File: config.mk
export PLATFORM = sky130hd
export DESIGN_NAME = dma_regfile
export DESIGN_NICKNAME = d
export VERILOG_FILES = /design/src/rtl/dma_regfile_pkg.sv /design/src/rtl/dma_regfile_ctrl.sv /design/src/rtl/dma_regfile_chdp.sv /design/src/rtl/dma_regfile.sv
export SDC_FILE = /design/constraint.sdc
export NUM_CORES = 1
export LEC_CHECK = 0
export BUFFER_PORTS_ARGS = -buffer_cell sky130_fd_sc_hd__buf_2
export CORE_UTILIZATION = 50
export CTS_CLUSTER_DIAMETER = 30
export DETAILED_ROUTE_END_ITERATION = 8
export PLACE_DENSITY = 0.74
export SYNTH_ARGS = -nofsm -noshare
export SYNTH_HDL_FRONTEND = slang
export SYNTH_SLANG_ARGS = --single-unit
File: constraint.sdc
create_clock -name clk -period 1.9 [get_ports clk]
set_input_delay 0.19 -clock clk [delete_from_list [all_inputs] [get_ports clk]]
set_output_delay 0.19 -clock clk [all_outputs]
set_load 0.02 [all_outputs]
File: src/rtl/dma_regfile_pkg.sv
package dma_regfile_pkg;
  localparam int NUM_CH = 4;
  localparam int REG_W  = 16;
  localparam int BYTE_W = 8;

  // control port numbers
  localparam logic [2:0] P_CMD    = 3'd0;
  localparam logic [2:0] P_SWREQ  = 3'd1;
  localparam logic [2:0] P_SMASK  = 3'd2;
  localparam logic [2:0] P_MODE   = 3'd3;
  localparam logic [2:0] P_CLRPTR = 3'd4;
  localparam logic [2:0] P_MRESET = 3'd5;
  localparam logic [2:0] P_CLRMSK = 3'd6;
  localparam logic [2:0] P_WRMSK  = 3'd7;

  // command bits this register interface refuses to hold
  localparam logic [BYTE_W-1:0] CMD_REJECT_MASK = 8'hFB;

  typedef struct packed {
    logic       wrLo;
    logic       wrHi;
    logic       wrMode;
    logic [1:0] chan;
    logic       selCount;
    logic       rdHi;
  } chanStrobe_t;
endpackage

File: src/rtl/dma_regfile_ctrl.sv
module dma_regfile_ctrl
  import dma_regfile_pkg::*;
#(
  parameter int WORD_WIDE = 0,
  localparam int ADDR_W = 4 + WORD_WIDE
) (
  input  logic              clk,
  input  logic              rstN,
  input  logic              busWr,
  input  logic              busRd,
  input  logic [ADDR_W-1:0] busAddr,
  input  logic [BYTE_W-1:0] busWrData,
  input  logic [NUM_CH-1:0] tcSet,
  input  logic [BYTE_W-1:0] chanRdByte,
  output chanStrobe_t       stb,
  output logic [BYTE_W-1:0] busRdData,
  output logic [NUM_CH-1:0] maskBits,
  output logic [NUM_CH-1:0] reqBits,
  output logic [BYTE_W-1:0] cmdReg,
  output logic              cmdUnsupported
);
  logic [3:0]        portIdx;
  logic              isCtl;
  logic              wrAct;
  logic              rdAct;
  logic              chanAcc;
  logic              statusRd;
  logic [7:0]        portWr;
  logic              bytePtr;
  logic [NUM_CH-1:0] tcBits;
  logic              cmdBad;

  always_comb begin
    portIdx  = busAddr[WORD_WIDE +: 4];
    isCtl    = portIdx[3];
    wrAct    = busWr;
    rdAct    = busRd && !busWr;
    chanAcc  = (wrAct || rdAct) && !isCtl;
    statusRd = rdAct && isCtl && (portIdx[2:0] == P_CMD);
    for (int k = 0; k < 8; k++) begin
      portWr[k] = wrAct && isCtl && (portIdx[2:0] == 3'(k));
    end
    cmdBad = (busWrData & CMD_REJECT_MASK) != '0;

    stb          = '0;
    stb.wrLo     = wrAct && !isCtl && !bytePtr;
    stb.wrHi     = wrAct && !isCtl && bytePtr;
    stb.wrMode   = portWr[P_MODE];
    stb.chan     = isCtl ? busWrData[1:0] : portIdx[2:1];
    stb.selCount = portIdx[0];
    stb.rdHi     = bytePtr;
  end

  // byte pointer
  always_ff @(posedge clk or negedge rstN) begin
    if (!rstN)                                   bytePtr <= 1'b0;
    else if (portWr[P_CLRPTR] || portWr[P_MRESET]) bytePtr <= 1'b0;
    else if (chanAcc)                            bytePtr <= !bytePtr;
  end

  // command register
  always_ff @(posedge clk or negedge rstN) begin
    if (!rstN) begin
      cmdReg         <= '0;
      cmdUnsupported <= 1'b0;
    end else begin
      cmdUnsupported <= portWr[P_CMD] && cmdBad;
      if (portWr[P_MRESET])              cmdReg <= '0;
      else if (portWr[P_CMD] && !cmdBad) cmdReg <= busWrData;
    end
  end

  // mask register
  always_ff @(posedge clk or negedge rstN) begin
    if (!rstN)                  maskBits <= '1;
    else if (portWr[P_MRESET])  maskBits <= '1;
    else if (portWr[P_CLRMSK])  maskBits <= '0;
    else if (portWr[P_WRMSK])   maskBits <= busWrData[NUM_CH-1:0];
    else if (portWr[P_SMASK])   maskBits[busWrData[1:0]] <= busWrData[2];
  end

  // status: terminal counts and requests
  always_ff @(posedge clk or negedge rstN) begin
    if (!rstN) begin
      tcBits  <= '0;
      reqBits <= '0;
    end else if (portWr[P_MRESET]) begin
      tcBits  <= '0;
      reqBits <= '0;
    end else begin
      tcBits <= (statusRd ? '0 : tcBits) | tcSet;
      if (portWr[P_SWREQ]) reqBits[busWrData[1:0]] <= busWrData[2];
    end
  end

  // read data register
  always_ff @(posedge clk or negedge rstN) begin
    if (!rstN) busRdData <= '0;
    else if (rdAct) begin
      if (!isCtl)                          busRdData <= chanRdByte;
      else if (portIdx[2:0] == P_CMD)      busRdData <= {reqBits, tcBits};
      else if (portIdx[2:0] == P_SWREQ)    busRdData <= {4'b0, maskBits};
      else                                 busRdData <= '0;
    end
  end

  assert_ptr_toggle_R2: assert property (@(posedge clk) disable iff (!rstN)
    $past(rstN) && $past(chanAcc) |-> bytePtr != $past(bytePtr));

  assert_cmd_reject_R4: assert property (@(posedge clk) disable iff (!rstN)
    cmdUnsupported |-> $stable(cmdReg));

  assert_single_mask_R6: assert property (@(posedge clk) disable iff (!rstN)
    $past(rstN) && $past(portWr[P_SMASK]) && !$past(portWr[P_MRESET])
      |-> maskBits[$past(busWrData[1:0])] == $past(busWrData[2]));

  assert_master_reset_R10: assert property (@(posedge clk) disable iff (!rstN)
    $past(rstN) && $past(portWr[P_MRESET])
      |-> maskBits == 4'hF && cmdReg == 8'h00 && reqBits == 4'h0 && !bytePtr);

  assert_status_clear_R11: assert property (@(posedge clk) disable iff (!rstN)
    $past(rstN) && $past(statusRd) && $past(tcSet) == 4'h0
      |-> tcBits == 4'h0 && reqBits == $past(reqBits));
endmodule

File: src/rtl/dma_regfile_chdp.sv
module dma_regfile_chdp
  import dma_regfile_pkg::*;
#(
  parameter int WORD_WIDE = 0,
  localparam int CUR_W = REG_W + WORD_WIDE
) (
  input  logic                    clk,
  input  logic                    rstN,
  input  chanStrobe_t             stb,
  input  logic [BYTE_W-1:0]       wrData,
  output logic [NUM_CH*CUR_W-1:0] curAddrFlat,
  output logic [NUM_CH*CUR_W-1:0] curCountFlat,
  output logic [NUM_CH*8-1:0]     modeFlat,
  output logic [NUM_CH-1:0]       loadStb,
  output logic [BYTE_W-1:0]       rdByte
);
  logic [NUM_CH-1:0][CUR_W-1:0] curAArr;
  logic [NUM_CH-1:0][CUR_W-1:0] curCArr;

  for (genvar g = 0; g < NUM_CH; g++) begin : gCh
    logic [REG_W-1:0] baseAddr;
    logic [REG_W-1:0] baseCount;
    logic [CUR_W-1:0] curA;
    logic [CUR_W-1:0] curC;
    logic [7:0]       mode;
    logic             loadQ;
    logic             selHere;
    logic [REG_W-1:0] nextA;
    logic [REG_W-1:0] nextC;

    always_comb begin
      selHere = (stb.chan == 2'(g));
      nextA   = stb.selCount ? baseAddr : {wrData, baseAddr[7:0]};
      nextC   = stb.selCount ? {wrData, baseCount[7:0]} : baseCount;
    end

    always_ff @(posedge clk or negedge rstN) begin
      if (!rstN) begin
        baseAddr  <= '0;
        baseCount <= '0;
        curA      <= '0;
        curC      <= '0;
        mode      <= '0;
        loadQ     <= 1'b0;
      end else begin
        loadQ <= 1'b0;
        if (selHere && stb.wrLo) begin
          if (stb.selCount) baseCount[7:0] <= wrData;
          else              baseAddr[7:0]  <= wrData;
        end
        if (selHere && stb.wrHi) begin
          baseAddr  <= nextA;
          baseCount <= nextC;
          curA      <= CUR_W'(nextA) << WORD_WIDE;
          curC      <= CUR_W'(nextC) << WORD_WIDE;
          loadQ     <= 1'b1;
        end
        if (selHere && stb.wrMode) mode <= wrData;
      end
    end

    assign curAArr[g]          = curA;
    assign curCArr[g]          = curC;
    assign modeFlat[8*g +: 8]  = mode;
    assign loadStb[g]          = loadQ;

    assert_reload_R3: assert property (@(posedge clk) disable iff (!rstN)
      loadQ |-> curA == (CUR_W'(baseAddr) << WORD_WIDE)
             && curC == (CUR_W'(baseCount) << WORD_WIDE));
  end

  assign curAddrFlat  = curAArr;
  assign curCountFlat = curCArr;

  logic [CUR_W-1:0] rdSel;
  logic [REG_W-1:0] rdScaled;
  always_comb begin
    rdSel    = stb.selCount ? curCArr[stb.chan] : curAArr[stb.chan];
    rdScaled = REG_W'(rdSel >> WORD_WIDE);
    rdByte   = stb.rdHi ? rdScaled[15:8] : rdScaled[7:0];
  end

  assert_load_onehot_R3: assert property (@(posedge clk) disable iff (!rstN)
    $onehot0(loadStb));
endmodule

File: src/rtl/dma_regfile.sv
module dma_regfile
  import dma_regfile_pkg::*;
#(
  parameter int WORD_WIDE = 0,
  localparam int ADDR_W = 4 + WORD_WIDE,
  localparam int CUR_W  = 16 + WORD_WIDE
) (
  input  logic                clk,
  input  logic                rstN,
  input  logic                busWr,
  input  logic                busRd,
  input  logic [ADDR_W-1:0]   busAddr,
  input  logic [7:0]          busWrData,
  output logic [7:0]          busRdData,
  input  logic [3:0]          tcSet,
  output logic [4*CUR_W-1:0]  curAddrFlat,
  output logic [4*CUR_W-1:0]  curCountFlat,
  output logic [31:0]         modeFlat,
  output logic [3:0]          maskBits,
  output logic [3:0]          reqBits,
  output logic [7:0]          cmdReg,
  output logic [3:0]          loadStb,
  output logic                cmdUnsupported
);
  chanStrobe_t chStb;
  logic [7:0]  chRdByte;

  dma_regfile_ctrl #(.WORD_WIDE(WORD_WIDE)) u_ctrl (
    .clk(clk), .rstN(rstN), .busWr(busWr), .busRd(busRd), .busAddr(busAddr),
    .busWrData(busWrData), .tcSet(tcSet), .chanRdByte(chRdByte), .stb(chStb),
    .busRdData(busRdData), .maskBits(maskBits), .reqBits(reqBits),
    .cmdReg(cmdReg), .cmdUnsupported(cmdUnsupported)
  );

  dma_regfile_chdp #(.WORD_WIDE(WORD_WIDE)) u_chdp (
    .clk(clk), .rstN(rstN), .stb(chStb), .wrData(busWrData),
    .curAddrFlat(curAddrFlat), .curCountFlat(curCountFlat),
    .modeFlat(modeFlat), .loadStb(loadStb), .rdByte(chRdByte)
  );
endmodule

## Yosys cells after proc, flatten, opt, wreduce, memory -nomap -nowiden

Index checks and enable logic that the tools add are counted.

- Output and inout bits: 189
- Bits in latches: 0
- Register bits after elaboration: 322
- Logic and storage cells: 173
- Input port bits: 20
- Memory bits (writable): 0
- Memories kept: 0
- Bits in read-only memories: 0

- Add/sub/neg operators: 0
- Divide/modulo/power cells: 0
- Shifts and indexed selects: 0
- Reductions and logical operators: 60
- Multiply operators: 0
- $lt $le $gt $ge: 3
- Eq/ne operators: 14
- Muxes and demuxes: 56
- Bitwise gates (word level): 1

Operators with widths:

| kind | count |
|---|---|
| 2-to-1 mux 8 bit | 23 |
| 2-to-1 mux 16 bit | 11 |
| binary-select mux 16 bit (select 2 bit) | 2 |
| 2-to-1 mux 4 bit | 9 |
| logical AND 1 bit | 31 |
| nonzero test 2 bit | 11 |
| AND reduction 2 bit | 8 |
| equality test 3 bit (second input constant) | 4 |
| bitwise mux 4 bit | 2 |
| inequality test 2 x 1 -> 1 bit (second input constant) | 4 |
| nonzero test 8 bit | 1 |
| 2-to-1 mux 1 bit | 7 |
| equality test 3 x 2 -> 1 bit (second input constant) | 2 |
| < comparator 2 x 3 -> 1 bit (second input constant) | 2 |
| equality test 2 bit (second input constant) | 2 |
| zero test 1 bit | 4 |
| OR 4 bit | 1 |
| nonzero test 4 bit | 1 |
| equality test 3 x 1 -> 1 bit (second input constant) | 1 |
| zero test 3 bit | 1 |
| demux 1 bit (select 2 bit) | 1 |
| equality test 2 x 1 -> 1 bit (second input constant) | 1 |
| >= comparator 2 x 1 -> 1 bit (second input constant) | 1 |
| zero test 2 bit | 1 |
| 2 further kinds | 3 |

## Logic depth before layout (Yosys ltp)

Gate-level depths: netlist of run 1.

- Depth after elaboration: 9
- Depth in mapped cells: 9
- Mapped depth without buffers: 6

## Hierarchy

A second synthesis of run 1 with hierarchy kept.

- Cells, all modules: 814
- Area, all modules: 11,695.0 µm²

Modules (own cells, without submodules):

| module | cells an instance | area an instance (µm²) | times used |
|---|---|---|---|
| dma_regfile_chdp | 658 | 10,147.2 | 1 |
| dma_regfile_ctrl | 156 | 1,547.7 | 1 |

## Worst setup path before layout of run 1

No wires, ideal clock.

- Path kind: input to register
- Start point: in busAddr[1]
- End point: reg u_chdp.gCh[1].curA[10]
- Setup time: 0.125 ns
- Setup slack: 0.051 ns
- Data arrival time: 1.725 ns
- Stages on the path: 7
- Path buffers: 2
- Path through: buf_2 > nor3b_4 > or2_1 > buf_2 > nand3_4 > nor2_2 > mux2_2

- Longest elaborated chain between the ends: 3

RTL lines:

| what | RTL line | RTL |
|---|---|---|
| from (decl) | dma_regfile.sv:12 | `input logic [ADDR_W-1:0] busAddr,` |
| 2-to-1 mux 2 bit | dma_regfile_ctrl.sv:49 | `stb.chan = isCtl ? busWrData[1:0] : portIdx[2:1];` |
| equality test 2 x 1 -> 1 bit | dma_regfile_chdp.sv:32 | `selHere = (stb.chan == 2'(g));` |
| logical AND 1 bit | dma_regfile_chdp.sv:51 | `if (selHere && stb.wrHi) begin` |
| to (signal assigned) | dma_regfile_chdp.sv:54 | `curA <= CUR_W'(nextA) << WORD_WIDE;` |
| to (decl) | dma_regfile_chdp.sv:23 | `logic [CUR_W-1:0] curA;` |

No other way between the ends.
A chain may end at the register's enable or synchronous reset.

## Worst setup path after layout of run 1

- Start point: reg u_ctrl.bytePtr
- End point: reg u_chdp.gCh[0].curA[11]

- Longest elaborated chain between the ends: 2

RTL lines:

| what | RTL line | RTL |
|---|---|---|
| from (decl) | dma_regfile_ctrl.sv:29 | `logic bytePtr;` |
| from (signal assigned) | dma_regfile_ctrl.sv:58 | `else if (chanAcc) bytePtr <= !bytePtr;` |
| logical AND 1 bit | dma_regfile_ctrl.sv:47 | `stb.wrHi = wrAct && !isCtl && bytePtr;` |
| logical AND 1 bit | dma_regfile_chdp.sv:51 |  |
| to (signal assigned) | dma_regfile_chdp.sv:54 |  |
| to (decl) | dma_regfile_chdp.sv:23 |  |

No other way between the ends.

==> run metrics, run 1 <==
CTS buffer count 53; VDD IR max 0.873 mV; Slew HR 0.578; cells after synthesis 1,026; ys async rst share 1.00; post-synth top area cell dfrtp_1; post-DP HPWL between 20,000 and 30,000 um; syn_nets 1,046; slowest stage delay, CP 0.39 ns; first-pass GRT wire length 58,200 um; Hold WS 0.0628 ns; Slew Viols, Final 0; Row Count 56; remaining global-route overflow 0; Overall Global Routing Usage 0.326; PnR Total Power 22.1 mW; Post-synth EDFFs 0; area grow syn2layout 30.0%; Post-Route WL between 30,000 and 40,000 um; syn avg cell area 11.6 um^2; CP Max Fanout 8; crit start category flip-flop; clk slew on worst S/H paths approximately 0.05 ns; Final setup violation count 0; RSZ-0062 raised after global routing no; count of cell types in the netlist between 60 and 70; number of inserted diodes 0; fraction of layout cells with a size suffix above 1 0.466; max_cap viols 0; Final Cycle Share 0.915; met3 usage 0.0623; gr busiest metal met2; fin util 0.662; Initial DRT Pass Iterations 5; Mapped Area roughly 0.012 mm^2; Final Hold Viols 0; Port Buffers 208; final setup TNS 0 ns; pwr dens 1420 mW/mm^2; Die Area ~0.024 mm^2; core box area about 0.023 mm^2; largest net degree at the start of global routing 71; share of the synthesized area in the top cell type 0.534; clk buf depth 3; P_leak 7.89 nW; CTS Root Cell clkbuf_16; die height around 160 um; reg-to-reg slack, setup 0.16 ns; Starting Density 0.509; Worst setup EP type flip-flop; Final WS setup 0.161 ns; grt met1 use 0.435; number of global-route vias before repair 9,284; Worst Clk Skew approximately 0.013 ns; reg2reg end u_chdp.gCh[0].curA[11]; # IOs 209; Yosys reg bits 258; crit path time final 1.74 ns; die outline width 156 um; Worst Path Arrival 2.15 ns; Resized Gates After CTS 0; Min-Delay Path Class in -> reg; Worst Hold Depth 4; H-tree level count 2; worst skew pair latency 0.54 ns; worst-margin pin slew 0.633 ns; Worst Hold Endpoint u_ctrl.bytePtr; count leader, synth dfrtp_1; Setup CP Type reg -> reg; Critical Path RT approximately 2.3 ns; Hold Startpoint busWr; Remaining DRCs 0; via count 9,358; top cells by count, synth 254 x dfrtp_1, 174 x nand2_1, 172 x mux2_2; Max Freq ~570 MHz; initial DRC count 892; WL per Instance around 24 um; Seq/Total Area, Yosys 0.543; critical register-to-register path startpoint u_ctrl.bytePtr; Critical Path, Cell by Cell nor2b_1 > buf_4 > nand3_4 > nor2_4 > mux2_2; clk sink count 258; drt via density between 5 and 6; fin nets 1,289; synth warn 0; status finished clean; Final ANT Viol Nets 0; gp weighted congestion 0.967; antenna violations before repair 0; slowest CP cell mux2_2; fillcell total 1,742; GR Layer Usage met2 0.521; dpl ws -0.269 ns; postcts setup bufs 0; ys flop type dfrtp_1; main area contributors after synthesis dfrtp_1 53%, mux2_2 16%, nand2_1 5.5%; CTS tree done; R2R depth 5
-- worst max-delay path: cells and delay by family, from the launching register on --
kind | cells | cell delay [ns]
buffers and inverters | 1 | 0.19
flip-flops | 1 | 0.38
multiplexers | 1 | 0.39
AND/OR/NAND/NOR | 3 | 0.65
-- layout make-up --
cell class              instances  area (um^2)  area share
flip-flops and latches        258         6460       0.417
multi-input cells             631         4610       0.298
repair buffers                316         2070       0.134
clock inverters                30          434      0.0280
well taps                     319          399      0.0258
clock buffers                  67         1470      0.0949
inverters                       9         33.8     0.00218
-- where the power goes --
group          leakage (nW)  switching [mW]  internal [mW]  total [mW]
Sequential             3.35            1.29           6.78        8.07
Combinational          3.62            2.53           1.80        4.33
Clock                 0.911            2.98           6.68        9.66
-- registers in the layout (all words and copies together), names as in the netlist --
name	flops
u_chdp.gCh.curC	63
u_chdp.gCh.curA	62
u_chdp.gCh.baseAddr	34
u_chdp.gCh.baseCount	33
u_chdp.gCh.mode	32
u_ctrl.busRdData	8
u_ctrl.cmdReg	8
u_chdp.gCh.loadQ	4
u_ctrl.maskBits	4
u_ctrl.reqBits	4
u_ctrl.tcBits	4
u_ctrl.bytePtr	1
u_ctrl.cmdUnsupported	1
-- placed cells by master, fill, tap and decap left out, types with 10 or more instances in the layout --
cell and instances:
a21oi_1 15, a221oi_1 10, and2_1 10, buf_12 16
buf_2 207, buf_4 87, clkbuf_16 53, dfrtp_1 254
mux2_2 172, mux2i_1 24, nand2_1 174, nor2_1 26
nor2b_1 11, o21ai_0 51
-- metal layers --
| metal | wire length, um | part of all wire |
|---|---|---|
| met1 | 16300 | 0.41 |
| met2 | 18500 | 0.47 |
| met3 | 2940 | 0.075 |
| met4 | 1490 | 0.038 |
| met5 | 0 | 0 |
-- stage by stage --
step	area, um^2	instances
after floorplan	11900	1026
after global placement	13500	1528
after detailed placement	13500	1528
after CTS	15500	1630
after global routing	15500	1630
final	15500	1630
-- kinds of logic after synthesis --
logic type / count (synthesis) / synth area share
buffers and inverters: 137 / 0.0700
DFF: 258 / 0.543
AOI/OAI and AO/OA: 145 / 0.0832
muxes: 199 / 0.187
and+or+nand+nor: 287 / 0.117
-- timing repair --
action / in CTS / in global routing
hold buffers: 5 / 0
hold endpoints to repair: 155 / 0
endpoints found under the setup margin: 0 / 0
-- worst max path at each step --
stage                        start                   endpoint  slack (ns)  cells past startpoint
floorplan               busAddr[1]     u_chdp.gCh[1].curA[10]        0.05                      7
global placement      busWrData[0]        u_ctrl.busRdData[3]       -0.23                      7
detailed placement    busWrData[0]        u_ctrl.busRdData[3]       -0.27                      7
CTS                 u_ctrl.bytePtr     u_chdp.gCh[0].curA[11]        0.17                      5
global route        u_ctrl.bytePtr  u_chdp.gCh[3].baseAddr[0]        0.05                      6
finish              u_ctrl.bytePtr     u_chdp.gCh[0].curA[11]        0.16                      5
Note: power is estimated with default switching activity, not from simulation.
==> inputs of run 2 (changes only) <==
--- a/config.mk
+++ b/config.mk
@@ -5,11 +5,14 @@
 export SDC_FILE = /design/constraint.sdc
 export NUM_CORES = 1
 export LEC_CHECK = 0
+export ABC_AREA = 0
 export BUFFER_PORTS_ARGS = -buffer_cell sky130_fd_sc_hd__buf_2
 export CORE_UTILIZATION = 50
+export CTS_BUF_LIST = sky130_fd_sc_hd__clkbuf_8
 export CTS_CLUSTER_DIAMETER = 30
 export DETAILED_ROUTE_END_ITERATION = 8
 export PLACE_DENSITY = 0.74
+export RECOVER_POWER = 100
 export SYNTH_ARGS = -nofsm -noshare
 export SYNTH_HDL_FRONTEND = slang
 export SYNTH_SLANG_ARGS = --single-unit
==> run 2 against run 1 <==
Routed wire length fell by 2.8%. Via count fell by 0.94%. Power fell by 12%. Clock skew rose by 0.017 ns. Utilization fell by 4.2 points. Critical path type is now in -> reg. Largest power group is now sequential cells.
==> run metrics, run 2 (same netlist as run 1, synthesis figures left out) <==
status finished clean; Overall Global Routing Usage 0.317; critical register-to-register path startpoint u_ctrl.bytePtr; number of global-route vias before repair 9,081; Worst Hold Depth 4; Worst setup EP type flip-flop; Worst Clk Skew 0.0295 ns; CP Max Fanout 18; CTS Root Cell clkbuf_8; Largest Register u_chdp.gCh.curC; H-tree level count 2; post-DP HPWL 27,500 um; Multi-input gate area 0.00457 mm^2; Worst Path Arrival around 2.2 ns; WL per Instance ~23 um; Hold Startpoint busWr; VDD IR max 0.760 mV; Initial DRT Pass Iterations 5; Post-Route WL ~38,000 um; Starting Density 0.509; via count about 9,000; Resized Gates After CTS 0; Remaining DRCs 0; clk slew on worst S/H paths 0.05 ns; Port Buffers 208; postcts setup bufs 0; slowest stage delay, CP 0.64 ns; Final ANT Viol Nets 0; worst skew pair latency 0.57 ns; max_cap viols 0; Setup CP Type in -> reg; remaining global-route overflow 0; Row Count 56; Critical Path RT 2.33 ns; Final setup violation count 0; crit path time final 1.81 ns; die outline width about 160 um; # IOs 209; crit start category input pin; fraction of layout cells with a size suffix above 1 0.305; R2R depth 6; antenna violations before repair 0; drt via density roughly 5.7; Die Area 0.0244 mm^2; dpl ws -0.269 ns; reg-to-reg slack, setup between 0.1 and 0.15 ns; Largest regs u_chdp.gCh.curC (63), u_chdp.gCh.curA (62), u_chdp.gCh.baseAddr (34); P_leak slightly below 7 nW; initial DRC count 790; RSZ-0062 raised after global routing no; commonest non-fill, non-tap cells in the layout 254 x dfrtp_1, 201 x clkbuf_1, 175 x nand2_1; first-pass GRT wire length ~57,000 um; Final WS setup 0.0897 ns; Slew Viols, Final 0; pwr dens 1340 mW/mm^2; CTS buffer count between 50 and 60; gp weighted congestion 0.967; CTS Hold Buffers Added 5; max reg flops 63; die height 156 um; Critical Path, Cell by Cell buf_2 > buf_4 > clkbuf_1 > nand2b_1 > o32ai_1 > a211oi_1 > a211oi_1 > o32a_1; register area roughly 0.0065 mm^2; slowest CP cell clkbuf_1; fin nets 1,290; worst-margin pin slew 1.28 ns; number of inserted diodes 0; Max Freq between 500 and 600 MHz; Worst Hold Endpoint u_ctrl.bytePtr; Min-Delay Path Class in -> reg; area grow syn2layout 21.9%; clk buf depth 3; Final Hold Viols 0; Final Cycle Share 0.953; core box area 0.0234 mm^2; largest net degree at the start of global routing 71; Slew HR 0.146; most common cell after layout, fill and taps aside dfrtp_1; reg2reg end u_chdp.gCh[1].curA[14]; PnR Total Power 19.4 mW; fillcell total 2,004; clk sink count 258; most common cell type on the critical path a211oi_1; CTS tree done
[run 2: changes by cell type in the layout (fill, tap and decap cells not counted), sizes merged]
cell	previous run	this run
clkbuf	67	282
bufinv	9	11
clkinv	11	6
inv	12	14
clkinvlp	7	11
buf	311	96
[run 2: critical path: cells and delay by family]
| family | cells | cell delay [ns] |
|---|---|---|
| simple gates | 1 | 0.31 |
| compound gates | 4 | 0.84 |
| buf+inv | 3 | 0.88 |
[run 2: area by class of cell]
type	count	share of cell area
clock inverters	33	0.0325
flip-flops and latches	258	0.445
multi-input cells	631	0.315
repair buffers	316	0.114
inverters	9	0.00233
clock buffers	67	0.0636
well taps	319	0.0275
[run 2: metrics by stage]
step                       util  TNS, ns  cells  cell area [um^2]  hold WS (ns)
after floorplan               -        0   1026             11900        -0.106
after global placement    0.578    -1.16   1528             13500         0.127
after detailed placement  0.578    -1.22   1528             13500         0.130
after CTS                 0.640        0   1633             15000       0.00643
after global routing      0.620        0   1633             14500        0.0578
final                     0.620        0   1633             14500        0.0371
[run 2: how the worst max path moves through the flow]
stage                   start                      to  slack [ns]  cells after the start
5_1_grt                  rstN        u_ctrl.cmdReg[1]        0.03                      3
3_3_place_gp     busWrData[0]     u_ctrl.busRdData[3]       -0.23                      7
3_5_place_dp     busWrData[0]     u_ctrl.busRdData[3]       -0.27                      7
2_1_floorplan      busAddr[1]  u_chdp.gCh[1].curA[10]        0.05                      7
4_1_cts        u_ctrl.bytePtr  u_chdp.gCh[0].curA[11]        0.19                      5
6_report         busWrData[1]     u_ctrl.busRdData[0]        0.09                      8
[run 2: power by group]
part	internal, mW	switching, mW	total [mW]	leakage, nW
logic	1.54	2.50	4.04	2.78
registers	6.77	1.29	8.06	3.35
clock network	4.73	2.56	7.29	0.691
total	13.0	6.35	19.4	6.82
[run 2: routing by layer]
layer | share of wire | global-route usage | wire (um) | vias to the layer above
li1 | - | - | - | 4041
met1 | 0.42 | 0.434 | 15900 | 4654
met2 | 0.46 | 0.498 | 17600 | 482
met3 | 0.084 | 0.0629 | 3210 | 93
met4 | 0.038 | 0.122 | 1470 | 0
met5 | 0 | 0 | 0 | -
==> inputs of run 3 (changes only) <==
--- a/config.mk
+++ b/config.mk
@@ -11,8 +11,9 @@
 export CTS_BUF_LIST = sky130_fd_sc_hd__clkbuf_8
 export CTS_CLUSTER_DIAMETER = 30
 export DETAILED_ROUTE_END_ITERATION = 8
+export HOLD_SLACK_MARGIN = 0.12
 export PLACE_DENSITY = 0.74
-export RECOVER_POWER = 100
+export RECOVER_POWER = 50
 export SYNTH_ARGS = -nofsm -noshare
 export SYNTH_HDL_FRONTEND = slang
 export SYNTH_SLANG_ARGS = --single-unit
==> run 3 against run 2 <==
Global-route usage increased by 0.20 points. Sequential cell count unchanged. Clock-buffer cell count unchanged. Critical path depth is the same. Largest power group unchanged.
==> run metrics, run 3 (same netlist as run 1, synthesis figures left out) <==
status finished clean; Worst Path Arrival 2.29 ns; max_cap viols 0; Net Sw Frac 0.325; most common cell type on the critical path a211oi_1; Slew Viols, Final 0; Setup CP Type in -> reg; Slew HR 0.363; CTS tree done; most common cell after layout, fill and taps aside dfrtp_1; Worst Hold Depth 4; slowest CP cell clkbuf_1; Max Freq 538 MHz; clk slew on worst S/H paths 0.06 ns; area grow syn2layout 24.8%; net switching power of the design 6.36 mW; clk buf depth 3; CTS buffer count 54; commonest non-fill, non-tap cells in the layout 254 x dfrtp_1, 174 x nand2_1, 172 x mux2_2; Finished Layout Cells 1,639; Critical Path RT 2.33 ns; Final ANT Viol Nets 0; Post-Route WL around 39,000 um; Worst setup EP type flip-flop; largest net degree at the start of global routing 71; WL per Instance 23.5 um; Port Buffers 208; Critical Path, Cell by Cell buf_2 > buf_4 > clkbuf_1 > nand2b_1 > o32ai_1 > a211oi_1 > a211oi_1 > o32a_1; R2R depth 5; CP Max Fanout 18; Hold Startpoint busWrData[5]; P_leak 7.33 nW; internal power 13.2 mW; pwr dens 1320 mW/mm^2; Hold WS between 0.15 and 0.2 ns; via count 9,329; number of inserted diodes 0; RSZ-0062 raised after global routing no; fraction of layout cells with a size suffix above 1 0.397; Worst Hold Endpoint u_ctrl.cmdUnsupported; VDD IR max around 0.78 mV; CTS Hold Buffers Added 11; Worst Clk Skew roughly 0.026 ns; die outline width 156 um; Clock power frac 0.372; antenna violations before repair 0; first-pass GRT wire length between 50,000 and 60,000 um; gp weighted congestion 0.967; Die Area 0.0244 mm^2; CP startpoint busWrData[1]; Row Count 56; drt via density 5.69; PnR Total Power 19.6 mW; Initial DRT Pass Iterations 6; crit path time final 1.86 ns; CTS Root Cell clkbuf_8; worst-margin pin slew 0.956 ns; core box area around 0.023 mm^2; # IOs 209; Largest regs u_chdp.gCh.curC (63), u_chdp.gCh.curA (62), u_chdp.gCh.baseAddr (34); Final Hold Viols 0; fin nets 1,296; Inst Count DP 1,528; Resized Gates After CTS 0; critical register-to-register path startpoint u_chdp.gCh[3].curC[2]; reg-to-reg slack, setup 0.15 ns; Overall Global Routing Usage 0.319; crit start category input pin; initial DRC count 799; Starting Density 0.509; slowest stage delay, CP roughly 0.66 ns; Largest Register u_chdp.gCh.curC; Final setup violation count 0; power share of the sequential group 0.412; remaining global-route overflow 0; die height 156 um; Min-Delay Path Class in -> reg; clk sink count 258; H-tree level count 2; Remaining DRCs 0; number of global-route vias before repair roughly 9,100; Final Cycle Share 0.979; post-DP HPWL 27,500 um; combinational share of power 0.216; final setup TNS 0 ns; max reg flops between 60 and 70; worst skew pair latency between 0.5 and 0.6 ns; postcts setup bufs 0; reg2reg end u_ctrl.busRdData[2]
run 3: cell types whose count changed in the layout (fill, tap and decap cells not counted), sizes merged:
cell	before	now
clkbuf	282	160
buf	96	219
dlygate4sd3	5	10
run 3: stage by stage:
stage	setup slack (ns)	instance area, um^2	util
2_1_floorplan	0.0505	11900	-
3_3_place_gp	-0.227	13500	0.578
3_5_place_dp	-0.269	13500	0.578
6_report	0.0404	14900	0.635
5_1_grt	0.0248	14900	0.635
4_1_cts	0.185	15000	0.643
run 3: how the worst max path moves through the flow:
stage / to / slack (ns) / depth (start not counted)
2_1_floorplan: u_chdp.gCh[1].curA[10] / 0.05 / 7
3_3_place_gp: u_ctrl.busRdData[3] / -0.23 / 7
4_1_cts: u_chdp.gCh[0].curA[11] / 0.19 / 5
5_1_grt: u_chdp.gCh[2].mode[5] / 0.02 / 8
3_5_place_dp: u_ctrl.busRdData[3] / -0.27 / 7
6_report: u_ctrl.busRdData[0] / 0.04 / 8
run 3: worst max-delay path, delay by kind of cell:
| family | cells | cell delay, ns |
|---|---|---|
| simple gates | 1 | 0.32 |
| compound gates | 4 | 0.85 |
| buf+inv | 3 | 0.91 |
run 3: per-layer routing:
metal	GRT usage	vias to the layer above	share of wire	wire length, um
met5	0	-	0	0
met4	0.116	0	0.033	1280
met3	0.0587	86	0.075	2880
met2	0.509	476	0.47	18000
met1	0.434	4717	0.42	16300
li1	-	4050	-	-
run 3: final cells by class:
| type | instances | area, um^2 |
|---|---|---|
| timing repair buffer | 322 | 1970 |
| sequential | 258 | 6460 |
| fill | 1900 | 8540 |
| clock buffer | 67 | 922 |
| tap | 319 | 399 |
| multi-input combinational | 631 | 4610 |
| clock inverter | 33 | 472 |
| inverter | 9 | 33.8 |
run 3: power groups by stage:
stage               clock network (mW)  registers [mW]  logic, mW
floorplan                            0            8.15       2.56
global placement                     0            8.05       4.18
detailed placement                   0            8.08       4.29
CTS                               7.40            8.00       4.34
global route                      7.65            8.15       4.53
finish                            7.29            8.06       4.23
